[src/rtl/ret_stack_pkg.sv]
package ret_stack_pkg;

    localparam int unsigned RS_DEPTH  = 8;
    localparam int unsigned RS_ADDR_W = 13;

    typedef enum logic [1:0] {
        OP_IDLE = 2'd0,
        OP_PUSH = 2'd1,
        OP_POP  = 2'd2
    } rs_op_e;

    // A push outranks a pop requested in the same cycle.
    function automatic rs_op_e rs_decode(input logic push, input logic pop);
        if (push)     return OP_PUSH;
        else if (pop) return OP_POP;
        else          return OP_IDLE;
    endfunction

endpackage

[src/rtl/ret_stack_ptr.sv]
module ret_stack_ptr
    import ret_stack_pkg::*;
#(
    parameter int unsigned DEPTH = RS_DEPTH,
    localparam int unsigned PW   = (DEPTH > 1) ? $clog2(DEPTH) : 1
) (
    input  logic          clk,
    input  logic          rst,
    input  rs_op_e        op,
    output logic [PW-1:0] wr_slot,
    output logic [PW-1:0] top_slot
);

    localparam logic [PW-1:0] LAST = PW'(DEPTH - 1);

    typedef struct packed {
        logic [PW-1:0] ptr;
    } ptr_state_t;

    ptr_state_t st_d, st_q;

    function automatic logic [PW-1:0] step_up(input logic [PW-1:0] v);
        return (v == LAST) ? '0 : v + PW'(1);
    endfunction

    function automatic logic [PW-1:0] step_down(input logic [PW-1:0] v);
        return (v == '0) ? LAST : v - PW'(1);
    endfunction

    always_comb begin
        st_d = st_q;
        unique case (op)
            OP_PUSH: st_d.ptr = step_up(st_q.ptr);
            OP_POP:  st_d.ptr = step_down(st_q.ptr);
            default: st_d.ptr = st_q.ptr;
        endcase
    end

    always_ff @(posedge clk) begin
        if (rst) st_q <= '0;
        else     st_q <= st_d;
    end

    assign wr_slot  = st_q.ptr;
    assign top_slot = step_down(st_q.ptr);

    // a push (also when a pop is requested with it) advances by one
    p_push_advance_r5: assert property (@(posedge clk) disable iff (rst)
        (op == OP_PUSH) |=> (wr_slot == step_up($past(wr_slot))));

    // a lone pop retreats by one
    p_pop_retreat_r2: assert property (@(posedge clk) disable iff (rst)
        (op == OP_POP) |=> (wr_slot == step_down($past(wr_slot))));

    // reset returns the pointer to slot 0
    p_reset_zero_r6: assert property (@(posedge clk)
        rst |=> (wr_slot == '0));

endmodule

[src/rtl/ret_stack_store.sv]
module ret_stack_store #(
    parameter int unsigned DEPTH = 8,
    parameter int unsigned AW    = 13,
    localparam int unsigned PW   = (DEPTH > 1) ? $clog2(DEPTH) : 1
) (
    input  logic          clk,
    input  logic          wr_en,
    input  logic [PW-1:0] wr_slot,
    input  logic [AW-1:0] wr_data,
    input  logic [PW-1:0] rd_slot,
    output logic [AW-1:0] rd_data
);

    logic [AW-1:0] ent_q [DEPTH];
    logic [AW-1:0] ent_d [DEPTH];

    for (genvar g = 0; g < DEPTH; g++) begin : g_slot
        logic hit;
        assign hit = wr_en && (wr_slot == PW'(g));

        always_comb begin
            ent_d[g] = hit ? wr_data : ent_q[g];
        end

        // Contents are deliberately not reset.
        always_ff @(posedge clk) begin
            ent_q[g] <= ent_d[g];
        end
    end

    assign rd_data = ent_q[rd_slot];

    // the addressed slot holds the pushed data after the write
    p_write_lands_r3: assert property (@(posedge clk)
        wr_en |=> (ent_q[$past(wr_slot)] == $past(wr_data)));

endmodule

[src/rtl/ret_stack.sv]
module ret_stack
    import ret_stack_pkg::*;
#(
    parameter int unsigned DEPTH = RS_DEPTH,
    parameter int unsigned AW    = RS_ADDR_W,
    localparam int unsigned PW   = (DEPTH > 1) ? $clog2(DEPTH) : 1
) (
    input  logic          clk,
    input  logic          rst,
    input  logic          push_req,
    input  logic [AW-1:0] push_addr,
    input  logic          pop_req,
    output logic [AW-1:0] pop_addr
);

    rs_op_e        op;
    logic [PW-1:0] wr_slot;
    logic [PW-1:0] top_slot;

    assign op = rs_decode(push_req, pop_req);

    ret_stack_ptr #(.DEPTH(DEPTH)) u_ptr (
        .clk      (clk),
        .rst      (rst),
        .op       (op),
        .wr_slot  (wr_slot),
        .top_slot (top_slot)
    );

    ret_stack_store #(.DEPTH(DEPTH), .AW(AW)) u_store (
        .clk     (clk),
        .wr_en   (op == OP_PUSH),
        .wr_slot (wr_slot),
        .wr_data (push_addr),
        .rd_slot (top_slot),
        .rd_data (pop_addr)
    );

    // the pushed address is on top one cycle later
    p_push_on_top_r1: assert property (@(posedge clk) disable iff (rst)
        push_req |=> (pop_addr == $past(push_addr)));

    // without requests the top is unchanged
    p_idle_stable_r7: assert property (@(posedge clk) disable iff (rst)
        (!push_req && !pop_req) |=> $stable(pop_addr));

endmodule

[config.mk]
export PLATFORM = sky130hd
export DESIGN_NAME = ret_stack
export DESIGN_NICKNAME = d
export VERILOG_FILES = /design/src/rtl/ret_stack_pkg.sv /design/src/rtl/ret_stack_ptr.sv /design/src/rtl/ret_stack_store.sv /design/src/rtl/ret_stack.sv
export SDC_FILE = /design/constraint.sdc
export NUM_CORES = 1
export LEC_CHECK = 0
export ABC_AREA = 0
export BUFFER_PORTS_ARGS = -buffer_cell sky130_fd_sc_hd__clkbuf_2
export CAP_MARGIN = 20
export CELL_PAD_IN_SITES_DETAIL_PLACEMENT = 0
export CELL_PAD_IN_SITES_GLOBAL_PLACEMENT = 2
export CORE_MARGIN = 10
export CORE_UTILIZATION = 48
export DETAILED_ROUTE_END_ITERATION = 10
export GPL_TIMING_DRIVEN = 1
export PLACE_DENSITY = 0.93
export SLEW_MARGIN = 10
export SYNTH_ARGS = -nofsm -noshare
export SYNTH_HDL_FRONTEND = slang
export SYNTH_SLANG_ARGS = --single-unit
[constraint.sdc]
create_clock -name clk -period 6.9 [get_ports clk]
set_input_delay 1.38 -clock clk [delete_from_list [all_inputs] [get_ports clk]]
set_output_delay 1.38 -clock clk [all_outputs]
set_load 0.01 [all_outputs]
======== Word-level counts from Yosys, hierarchy flattened ========
Memory sizes are Yosys's and may differ from the RTL's.
Index checks and enable logic that the tools add are counted.
Widths: inputs -> output; s select.
storage, ports and cells
  flip-flop bits (word level) ............. 3
  latch bits .............................. 0
  memory bits (writable) .................. 104
  ROM bits ................................ 0
  bits of input ports ..................... 17
  output and inout bits ................... 13
  logic and storage cells ................. 72
  memories kept ........................... 1
operators by class
  add/sub/neg operators ................... 2
  multipliers ............................. 0
  div/mod/pow operators ................... 0
  magnitude comparators ................... 0
  equality and inequality tests ........... 17
  shift operators ......................... 0
  muxes and demuxes ....................... 34
  bitwise logic cells ..................... 0
  reduce and logical (&&, ||, !) cells .... 17
memories
  name           depth  width  rd ports  clocked after memory_dff  write ports  line                   source
  u_store.ent_q  8      13     1         0                         1            ret_stack_store.sv:14  logic [AW-1:0] ent_q [DEPTH];
operators with widths
  operator             count
  $mux 13              15
  $reduce_or 13->1     7
  $mux 3               9
  $eq 3x3->1 const B   4
  $logic_and 1x1->1    8
  $ne 1x1->1 const B   8
  $mux 1               7
  $eq 3x2->1 const B   2
  $pmux 3 s2           1
  $mux 2               2
  $add 3x1->3 const B  1
  $eq 3x1->1 const B   1
  $logic_not 3->1      1
  $sub 3x1->3 const B  1
  $eq 2x1->1 const B   1
  $eq 2x2->1 const B   1
  $reduce_bool 2->1    1

======== Longest topological paths before layout ========
Gate-level depths: netlist of the first run.
  depth in word-level cells ............... 13
  mapped depth ............................ 7

======== Hierarchy ========
From an unflattened synthesis of the first run, not the netlist that was laid out.
second synthesis, totals
  cell total of the unflattened synthesis .. 191
  area total of the unflattened synthesis .. 4285.4 sq um
modules (own cells, without submodules)
  module           times used  cells each  area each (sq um)  sequential area each (sq um)
  ret_stack_store  1           163         4055.1             3123.0
  ret_stack_ptr    1           26          220.2              60.1
  ret_stack        1           2           10.0               0.0

======== Worst setup path before layout of the first run ========
Ideal clock, no wire load.
  path kind ............................... register -> output
  start point ............................. register u_ptr.st_q (netlist bit u_ptr.wr_slot[0])
  end point ............................... output pop_addr[10]
  arrival time ............................ 1958 ps
  required time ........................... 5520 ps
  path slack .............................. 3562 ps
  cell stages (with the launch flop) ...... 7
  cells stage by stage .................... dfxtp_1 inv_2 ha_1 clkbuf_1 buf_2 a2111oi_0 nor4_1
on the way
  longest elaborated chain between the ends .. 3
  elaborated cells between the ends (all ways) .. 4
ends and longest elaborated chain
  item                                            line                 source
  start: declaration                              ret_stack_ptr.sv:20  ptr_state_t st_d, st_q;
  start signal: assignment                        ret_stack_ptr.sv:41  else st_q <= st_d;
  $sub 3x1->3 or $logic_not 3->1 (tied branches)  ret_stack_ptr.sv:27  return (v == '0) ? LAST : v - PW'(1);
  $mux 3 *                                        ret_stack_ptr.sv:27
  $mem_v2 8x13 *                                  -
  end: declaration                                ret_stack.sv:13      output logic [AW-1:0] pop_addr
Mark *: on every way between the ends. The rest lies on a longest branch, timed or not.

======== Final worst setup path of the first run ========
  start point ............................. register u_ptr.st_q (netlist bit u_ptr.wr_slot[0])
  end point ............................... output pop_addr[0]
Same word-level chain as after synthesis.

==> results of run 1 <==
## state kept, by name, indices dropped and copies added, names as in the netlist
signal / cells
u_ptr.wr_slot: 3
u_store.ent_q: 104
## critical path, cell delays in order, from the launching register on
cell	delay [ns]
dfxtp_1	0.52
inv_2	0.13
ha_2	1.02
buf_4	0.47
a2111oi_1	0.14
nor4_1	0.46
clkbuf_2	0.22
## cells in the mapped netlist (all sizes together)
cell / number / area (um2)
o2bb2ai: 2 / 17.5
a211oi: 4 / 30.0
and2: 2 / 12.5
a2111oi: 45 / 408
nor3: 1 / 10.0
mux4: 2 / 45.0
a21oi: 3 / 30.0
inv: 3 / 11.3
and3: 8 / 50.1
mux2i: 2 / 20.0
nor2b: 44 / 275
nand2b: 1 / 8.76
a221oi: 1 / 8.76
clkbuf: 7 / 27.5
ha: 7 / 87.6
a21o: 1 / 7.51
edfxtp: 104 / 3120
nand2: 5 / 21.3
nor2: 4 / 15.0
nor4: 11 / 68.8
nor3b: 1 / 7.51
dfxtp: 3 / 60.1
buf: 12 / 75.1
## kinds of logic (layout without fill, tap and decap cells)
logic type | after synthesis | after routing
buffers and inverters | 22 | 49
DFF | 107 | 107
AOI/OAI and AO/OA | 56 | 56
adders and majority gates | 7 | 7
and+or+nand+nor | 77 | 77
muxes | 4 | 4
## power groups by stage
stage	Combinational, mW	Clock [mW]	Sequential, mW
4_1_cts	0.220	0.412	0.744
3_3_place_gp	0.216	0	0.758
5_1_grt	0.247	0.441	0.746
3_5_place_dp	0.220	0	0.759
2_1_floorplan	0.149	0	0.756
6_report	0.220	0.405	0.743
## through the flow
stage               setup slack, ns  power, mW  utilization [%]  area (um2)
finish                         2.19       1.37             54.6        4830
floorplan                      3.56      0.905                -        4420
detailed placement             2.56      0.978             52.1        4610
CTS                            2.17       1.38             54.5        4820
global route                   1.85       1.43             54.6        4830
global placement               2.61      0.973             52.1        4610
## worst max path at each step
stage,startpoint,endpoint,depth (start not counted)
after global placement,u_ptr.wr_slot[0],pop_addr[0],6
final,u_ptr.wr_slot[0],pop_addr[0],6
after detailed placement,u_ptr.wr_slot[0],pop_addr[0],6
after floorplan,u_ptr.wr_slot[0],pop_addr[10],6
after global routing,u_ptr.wr_slot[0],pop_addr[1],7
after CTS,u_ptr.wr_slot[0],pop_addr[0],6
## final cells by class
class	instances	area, um2
Tap cell	108	135
Multi-Input combinational cell	144	1130
Sequential cell	107	3180
Clock buffer	9	124
Timing Repair Buffer	31	164
Fill cell	703	4020
Inverter	3	11.3
Clock inverter	6	90.1
## routing by layer
metal	GRT usage, %	vias to the layer above
met1	16.8	1198
met4	5.75	0
met5	0	-
met2	22.8	59
met3	3.10	4
li1	-	1154
==> summary.md, run 1 <==
| Metric | Value |
|---|---|
| Max Freq | 0.212 GHz |
| Synth Area in Simple Gates | between 10% and 20% |
| Final wirelength | between 8 and 9 mm |
| Antenna violations before repair | 0 |
| I/O Buffers | 29 |
| Metal3 WL | slightly below 400 um |
| Mapped Cells | between 200 and 300 |
| Setup crit end kind | output pin |
| P per Cell Area | around 280 mW/mm2 |
| Die Wd | between 100 and 150 um |
| CP max FO | 61 |
| RSZ-0062 raised after global routing | false |
| Worst Setup Start Kind | flip-flop |
| Relative slew slack | between 30 and 40% |
| DP Wirelength | a little under 5 mm |
| Mux contribution to synthesized area | under 10% |
| R2R depth | 5 |
| Distinct cell type count after synthesis | 31 |
| Mean Syn Cell Area | ~16 um2 |
| Most frequent cells in the layout | 104 x edfxtp_1, 44 x nor2b_1, 34 x a2111oi_0 |
| DRC Markers | 0 |
| Switching fraction of total power | between 20% and 30% |
| Placer Congestion | 0.730 |
| Final Max Slew Viols | 0 |
| H-tree depth | 3 |
| Vias per cell | around 6 |
| Worst-path clk slew | roughly 0.090 ns |
| Post-Layout Cell Count | between 400 and 500 |
| Total track usage | 13.7% |
| Via count | approximately 2400 |
| Die height | 116 um |
| Hold depth | 2 |
| Setup TNS | 0 ns |
| Most common cell after layout, fill and taps aside | edfxtp_1 |
| Post-synthesis sequential area ratio | a little over 70% |
| Xor/xnor share of the synthesized area | 0% |
| DR top layer | met4 |
| Synth warnings | 0 |
| Comb pwr share | ~16% |
| R2r setup slk | about 4.7 ns |
| Largest net degree at the start of global routing | slightly above 60 |
| Inst Count DP | 392 |
| Pint | 1.01 mW |
| Min-delay src | u_ptr.wr_slot[1] |
| Average routed wire per standard cell | between 20 and 25 um |
| CTS resizes | 0 |
| DRT antenna net count | 0 |
| Final setup fails | 0 |
| Sequential share of power | between 50% and 60% |
| Worst R2R Start | u_ptr.wr_slot[0] |
| Post-CTS setup buffers | 0 |
| Nets@finish | 320 |
| Starting Density | 50.0% |
| Syn nets | just under 300 |
| Clock Latency Late Sink | about 0.36 ns |
| Met1 wire length | between 3 and 4 mm |
| Maxcap violations | 0 |
| First-pass GRT wire length | 13.8 mm |
| Pre-Repair DR Iteration Count | 4 |
| Largest family of logic cells by synthesized area | compound AO/OA/AOI/OAI gates |
| FP Rows | 34 |
| Vias in the first global route | 2507 |
| WHS | 0.591 ns |
| Die footprint | about 0.013 mm2 |
| Critical path required time | around 5.5 ns |
| Fin crit share | between 60% and 70% |
| Final min period | between 4 and 5 ns |
| Aggregate global routing overflow | 0 |
| Layout Skew | around 0.0057 ns |
| Area Growth Syn to Fin | 9.34% |
| Leakage power | roughly 1.5 nW |
| Ports | 30 |
| Final Hold Fails | 0 |
| Clock Tree Root | clkbuf_8 |
| Worst-Margin Slew | 1.00 ns |
| Worst vdd ir | between 0.1 and 0.15 mV |
| Initial DRC Count | around 110 |
| TritonCTS buffer count | 9 |
| #FFs+latches synth | 107 |
| Reg2Reg Capture Point | u_ptr.wr_slot[1] |
| Hold/Removal Path Class | flip-flop to flip-flop |
| Adder-cell share of the synthesized area | 1.98% |
| Hold_buf cts | 0 |
| Mapped cell area | about 0.0044 mm2 |
| Hold EP | u_ptr.wr_slot[1] |
| Met2 wire length | roughly 4.5 mm |
| Share of cells above drive strength 1 | 18.7% |
| Crit Path Class | flip-flop to output pin |
| Critical path arrival | 3.33 ns |
| Clock share of power | approximately 30% |
| CTS tree | done |
| Core ar. | 0.00885 mm2 |
| Inserted Diodes | 0 |
| Post-synthesis compound-gate area fraction | 11.4% |
| Clock buffer depth | 2 |
| P_sw | approximately 0.36 mW |
| Status | complete, no violations |
| Clk sinks | 107 |
Power figures use the tool's default switching activity.
==> inputs of run 2 (changes only) <==
--- a/config.mk
+++ b/config.mk
@@ -5,16 +5,16 @@
 export SDC_FILE = /design/constraint.sdc
 export NUM_CORES = 1
 export LEC_CHECK = 0
-export ABC_AREA = 0
+export ABC_AREA = 1
 export BUFFER_PORTS_ARGS = -buffer_cell sky130_fd_sc_hd__clkbuf_2
 export CAP_MARGIN = 20
 export CELL_PAD_IN_SITES_DETAIL_PLACEMENT = 0
 export CELL_PAD_IN_SITES_GLOBAL_PLACEMENT = 2
 export CORE_MARGIN = 10
-export CORE_UTILIZATION = 48
+export CORE_UTILIZATION = 39
 export DETAILED_ROUTE_END_ITERATION = 10
 export GPL_TIMING_DRIVEN = 1
-export PLACE_DENSITY = 0.93
+export PLACE_DENSITY = 0.88
 export SLEW_MARGIN = 10
 export SYNTH_ARGS = -nofsm -noshare
 export SYNTH_HDL_FRONTEND = slang
==> constraint.sdc (replaced) <==
create_clock -name clk -period 4.6 [get_ports clk]
set_input_delay 0.92 -clock clk [delete_from_list [all_inputs] [get_ports clk]]
set_output_delay 0.92 -clock clk [all_outputs]
set_load 0.01 [all_outputs]
==> summary.md, run 2 <==
| Metric | Value |
|---|---|
| Status | complete, no violations |
| Most used cell along the critical path | nand2_1 |
| Largest Register | u_store.ent_q |
| CP bufs+invs | 2 |
| Critical path required time | 3.68 ns |
| Leakage power | 2.52 nW |
| Die footprint | between 0.015 and 0.02 mm2 |
| R2R depth | 4 |
| Hold_buf cts | 0 |
| TritonCTS buffer count | 9 |
| CP max-delay cell | nand2_2 |
| DP Wirelength | 6.06 mm |
| Mean Syn Cell Area | approximately 10 um2 |
| Post-CTS setup buffers | 0 |
| Final min period | about 3.5 ns |
| Mapped cell area | approximately 0.005 mm2 |
| Core ar. | about 0.012 mm2 |
| FP Rows | 40 |
| Relative slew slack | a little under a third |
| Synth cell count leaders | 122 x nand2_1, 112 x inv_1, 104 x edfxtp_1, 100 x nand3_1, 19 x buf_2 |
| Post-synthesis sequential area ratio | between 60 and 70% |
| Crit path depth | 8 |
| Util after Layout | roughly 45% |
| Via count | roughly 3200 |
| CP max FO | between 50 and 60 |
| Aggregate global routing overflow | 0 |
| Leading area contributor after synthesis | edfxtp_1 |
| Comb pwr share | between 15 and 20% |
| CTS tree | done |
| Largest register FFs | about 100 |
| Die Wd | around 130 um |
| Clock Latency Late Sink | between 0.3 and 0.4 ns |
| RSZ-0062 raised after global routing | false |
| I/O Buffers | 29 |
| Final setup fails | 0 |
| Top-count cell post-synth | nand2_1 |
| Mapped Cells | around 500 |
| Setup crit end kind | output pin |
| Worst Setup Start Kind | flip-flop |
| First-pass GRT wire length | about 17 mm |
| Final Max Slew Viols | 0 |
| Placer Congestion | about 0.74 |
| DRT antenna net count | 0 |
| Most frequent cells in the layout | 122 x nand2_1, 112 x inv_1, 104 x edfxtp_1 |
| Total track usage | 12.3% |
| Synth async-reset ratio | 0% |
| Clock buffer depth | 2 |
| EDFF count, synth | approximately 100 |
| Delay-heaviest family, CP | simple AND/OR/NAND/NOR gates |
| Layout Skew | about 0.0064 ns |
| Clock Tree Root | clkbuf_16 |
| Vias per cell | about 4.7 |
| Max Freq | about 0.28 GHz |
| Nets@finish | ~550 |
| Crit Path Class | flip-flop to output pin |
| Share of cells above drive strength 1 | between 10 and 15% |
| Clock share of power | about a third |
| Setup TNS | 0 ns |
| Ports | 30 |
| DRC Markers | 0 |
| Critical path arrival | approximately 2.6 ns |
| Average routed wire per standard cell | around 15 um |
| Final Hold Fails | 0 |
| Pint | 1.66 mW |
| Maxcap violations | 0 |
| Hold depth | 2 |
| Most used flip-flop cell after synthesis | edfxtp_1 |
| Largest net degree at the start of global routing | between 50 and 60 |
| Fin crit share | 77.1% |
| Clk sinks | between 100 and 150 |
| Hold/Removal Path Class | flip-flop to flip-flop |
| Synth warnings | 0 |
| Pre-Repair DR Iteration Count | 4 |
| Die height | 132 um |
| Starting Density | 40.4% |
| Largest cells by area after synthesis | edfxtp_1 64%, nand3_1 10%, nand2_1 9.3%, inv_1 8.6%, buf_2 1.9% |
| Area Growth Syn to Fin | 11.6% |
| Crit-path cells | buf_4 > nand2_2 > nand2_1 > nand3_1 > nand2_1 > nand2_1 > nand2_1 > clkbuf_2 |
| Final wirelength | 10.6 mm |
| Inserted Diodes | 0 |
| Syn nets | about 530 |
| Initial DRC Count | around 190 |
| Worst-path clk slew | roughly 0.06 ns |
| Switching fraction of total power | between 20% and 30% |
| H-tree depth | 3 |
| Most common cell after layout, fill and taps aside | nand2_1 |
| Slowest stage delay, CP | approximately 0.75 ns |
| P_sw | 0.655 mW |
| Synth top area share | around 64% |
| P per Cell Area | approximately 420 mW/mm2 |
| Layout fillers | 1158 |
| Vias in the first global route | 3240 |
| Worst-Margin Slew | just over 1 ns |
| Antenna violations before repair | 0 |
| Worst vdd ir | roughly 0.2 mV |
| Sequential share of power | 48.3% |
| #FFs+latches synth | 107 |
| Distinct cell type count after synthesis | 22 |
| CTS resizes | 0 |
==> run 2: power groups by stage <==
stage               logic (mW)  clock network (mW)  registers, mW
global route             0.518               0.796           1.12
floorplan                0.303                   0           1.14
CTS                      0.463               0.759           1.12
global placement         0.457                   0           1.14
finish                   0.453               0.745           1.12
detailed placement       0.462                   0           1.14
==> run 2: stage by stage <==
stage               power (mW)  std cells  hold slack (ns)  cell area [um2]  setup slack (ns)
global placement          1.60        680            0.634             5200              1.43
floorplan                 1.44        501            0.586             4910              1.93
detailed placement        1.60        680            0.623             5200              1.39
global route              2.43        695            0.687             5490             0.737
CTS                       2.34        695            0.630             5490              1.01
finish                    2.32        695            0.632             5490              1.05
==> run 2: final cells by class <==
| cell class | count | area [um2] | area share, % |
|---|---|---|---|
| clock inverter | 5 | 53.8 | 0.981 |
| tap | 168 | 210 | 3.83 |
| sequential | 107 | 3180 | 58.1 |
| multi-input combinational | 256 | 1190 | 21.7 |
| timing repair buffer | 35 | 190 | 3.47 |
| clock buffer | 10 | 229 | 4.17 |
| inverter | 114 | 428 | 7.80 |
==> run 2: layer usage <==
| layer | share of wire, % | routed length [um] | up-vias | track usage (%) |
|---|---|---|---|---|
| met5 | 0 | 0 | - | 0 |
| met4 | 0.87 | 92 | 0 | 4.71 |
| met3 | 3.0 | 318 | 6 | 1.94 |
| met2 | 50 | 5310 | 53 | 21.5 |
| met1 | 46 | 4860 | 1549 | 14.8 |
| li1 | - | - | 1638 | - |
==> run 2: kinds of logic after synthesis <==
family	Yosys count	synth area share [%]
AOI/OAI and AO/OA	9	1.12
adders and majority gates	7	1.78
buffers and inverters	138	11.3
DFF	107	64.8
and+or+nand+nor	240	21.1
==> run 2: worst paths after layout <==
| kind | startpoint | endpoint | slack [ns] |
|---|---|---|---|
| hold / removal | u_ptr.wr_slot[2] | u_ptr.wr_slot[2] | 0.63 |
| setup / recovery | u_ptr.wr_slot[0] | pop_addr[3] | 1.05 |
| hold reg to reg | u_ptr.wr_slot[2] | u_ptr.wr_slot[2] | 0.63 |
| setup reg to reg | u_ptr.wr_slot[0] | u_store.ent_q[1][10] | 2.26 |
==> run 2: worst min-delay path, cell delays in order, from the launching register on <==
cell     delay [ns]
dfxtp_1        0.36
a21oi_1        0.16
a21oi_1        0.07
==> inputs of run 3 (changes only) <==
==> constraint.sdc (replaced) <==
create_clock -name clk -period 3.5 [get_ports clk]
set_input_delay 0.7 -clock clk [delete_from_list [all_inputs] [get_ports clk]]
set_output_delay 0.7 -clock clk [all_outputs]
set_load 0.01 [all_outputs]
==> summary.md, run 3 (synthesized netlist as in run 2, its figures left out) <==
| Metric | Value |
|---|---|
| Critical path arrival | 2.47 ns |
| Most common cell after layout, fill and taps aside | nand2_1 |
| Max Freq | 0.315 GHz |
| Cell Area, Placed | approximately 0.0052 mm2 |
| Vias in the first global route | ~3200 |
| Leakage power | 2.52 nW |
| Via count | roughly 3300 |
| Final min period | ~3.2 ns |
| Post-Layout Cell Count | 700 |
| Clock Tree Root | clkbuf_16 |
| Crit-path cells | inv_1 > ha_1 > nor2_1 > o21ai_2 > inv_2 > nand2_1 > nand2_1 > clkbuf_2 |
| CP max FO | 15 |
| FP Rows | 40 |
| Largest net degree at the start of global routing | a little under 60 |
| Aggregate global routing overflow | 0 |
| DP Wirelength | approximately 6.3 mm |
| Most used cell along the critical path | nand2_1 |
| DRC Markers | 0 |
| Fin crit share | between 90 and 100% |
| Worst Setup Start Kind | flip-flop |
| Average routed wire per standard cell | 15.5 um |
| Layout fillers | between 1000 and 1500 |
| Critical path required time | 2.80 ns |
| Final wirelength | about 11 mm |
| CTS tree | done |
| Worst-path clk slew | approximately 0.06 ns |
| Setup crit end kind | output pin |
| R2R depth | 5 |
| Pre-Repair DR Iteration Count | 4 |
| P per Cell Area | around 540 mW/mm2 |
| Initial DRC Count | 250 |
| Clock Latency Late Sink | 0.34 ns |
| Inst Count DP | 685 |
| Area Growth Syn to Fin | 11.5% |
| Overall Power | approximately 3.0 mW |
| Die height | 132 um |
| Hold_buf cts | 0 |
| Die Wd | around 130 um |
| Worst-Margin Slew | 0.819 ns |
| Clock buffer depth | 2 |
| CTS resizes | 0 |
| Status | complete, no violations |
| RSZ-0062 raised after global routing | false |
| TritonCTS buffer count | 9 |
| Placer Congestion | around 0.75 |
| Clk sinks | 107 |
| Post-CTS setup buffers | 0 |
| Crit Path Class | flip-flop to output pin |
| Layout Skew | 0.00336 ns |
| Crit path depth | 8 |
| Hold/Removal Path Class | primary input to flip-flop |
| Nets@finish | ~550 |
| CP bufs+invs | 3 |
| Final setup fails | 0 |
| First-pass GRT wire length | between 15 and 20 mm |
| Die footprint | between 0.015 and 0.02 mm2 |
| H-tree depth | 3 |
| Antenna violations before repair | 0 |
| Core ar. | roughly 0.012 mm2 |
| Relative slew slack | between 40 and 50% |
| Ports | 30 |
| Worst vdd ir | 0.267 mV |
| Final Max Slew Viols | 0 |
| Most frequent cells in the layout | 122 x nand2_1, 112 x inv_1, 104 x edfxtp_1 |
| Fin area | approximately 0.0055 mm2 |
| Largest register FFs | ~100 |
| Hold depth | 2 |
| CP max-delay cell | o21ai_2 |
| Largest Register | u_store.ent_q |
| Delay-heaviest family, CP | buffers and inverters |
| Maxcap violations | 0 |
| Vias per cell | around 4.7 |
| Starting Density | a little over 40% |
| Final Hold Fails | 0 |
| Setup TNS | 0 ns |
| Inserted Diodes | 0 |
| DRT antenna net count | 0 |
| I/O Buffers | 29 |
| Total track usage | 12.7% |
| Slowest stage delay, CP | ~0.64 ns |
| Share of cells above drive strength 1 | between 10% and 20% |
run 3: cell count changes in the layout (fill, tap and decap cells not counted), sizes merged:
cell      delta
buf          +5
bufinv       -1
clkinvlp     +1
inv          -1
clkbuf       +1
run 3: stage by stage:
| step | hold slack (ns) | utilization (%) | setup WS, ns |
|---|---|---|---|
| after CTS | 0.539 | 45.1 | 0.257 |
| after global routing | 0.551 | 45.1 | 0.0816 |
| after detailed placement | 0.629 | 43.0 | 0.634 |
| after global placement | 0.625 | 43.0 | 0.671 |
| final | 0.543 | 45.1 | 0.327 |
| after floorplan | 0.586 | - | 1.05 |
run 3: layout make-up:
type | count | area, um2 | area share (%)
sequential | 107 | 3180 | 58.1
multi-input combinational | 256 | 1180 | 21.5
inverter | 114 | 428 | 7.81
clock buffer | 11 | 233 | 4.25
timing repair buffer | 40 | 228 | 4.16
tap | 168 | 210 | 3.84
clock inverter | 4 | 18.8 | 0.343
run 3: power breakdown:
part           internal [mW]  switching [mW]
combinational          0.175           0.425
clock                  0.472           0.418
sequential              1.46          0.0122
run 3: worst paths after layout:
kind | startpoint | slack (ns) | endpoint
worst max-delay path | u_ptr.wr_slot[0] | 0.33 | pop_addr[5]
worst min-delay path | rst | 0.54 | u_ptr.wr_slot[0]
worst max register to register | u_ptr.wr_slot[0] | 1.21 | u_store.ent_q[7][8]
worst min register to register | u_ptr.wr_slot[2] | 0.64 | u_ptr.wr_slot[2]
run 3: metal layers:
layer / GRT usage, % / up-vias / part of all wire [%]
li1: - / 1651 / -
met1: 15.9 / 1534 / 45
met2: 21.7 / 71 / 49
met3: 2.10 / 13 / 4.4
met4: 4.46 / 0 / 1.6
met5: 0 / - / 0
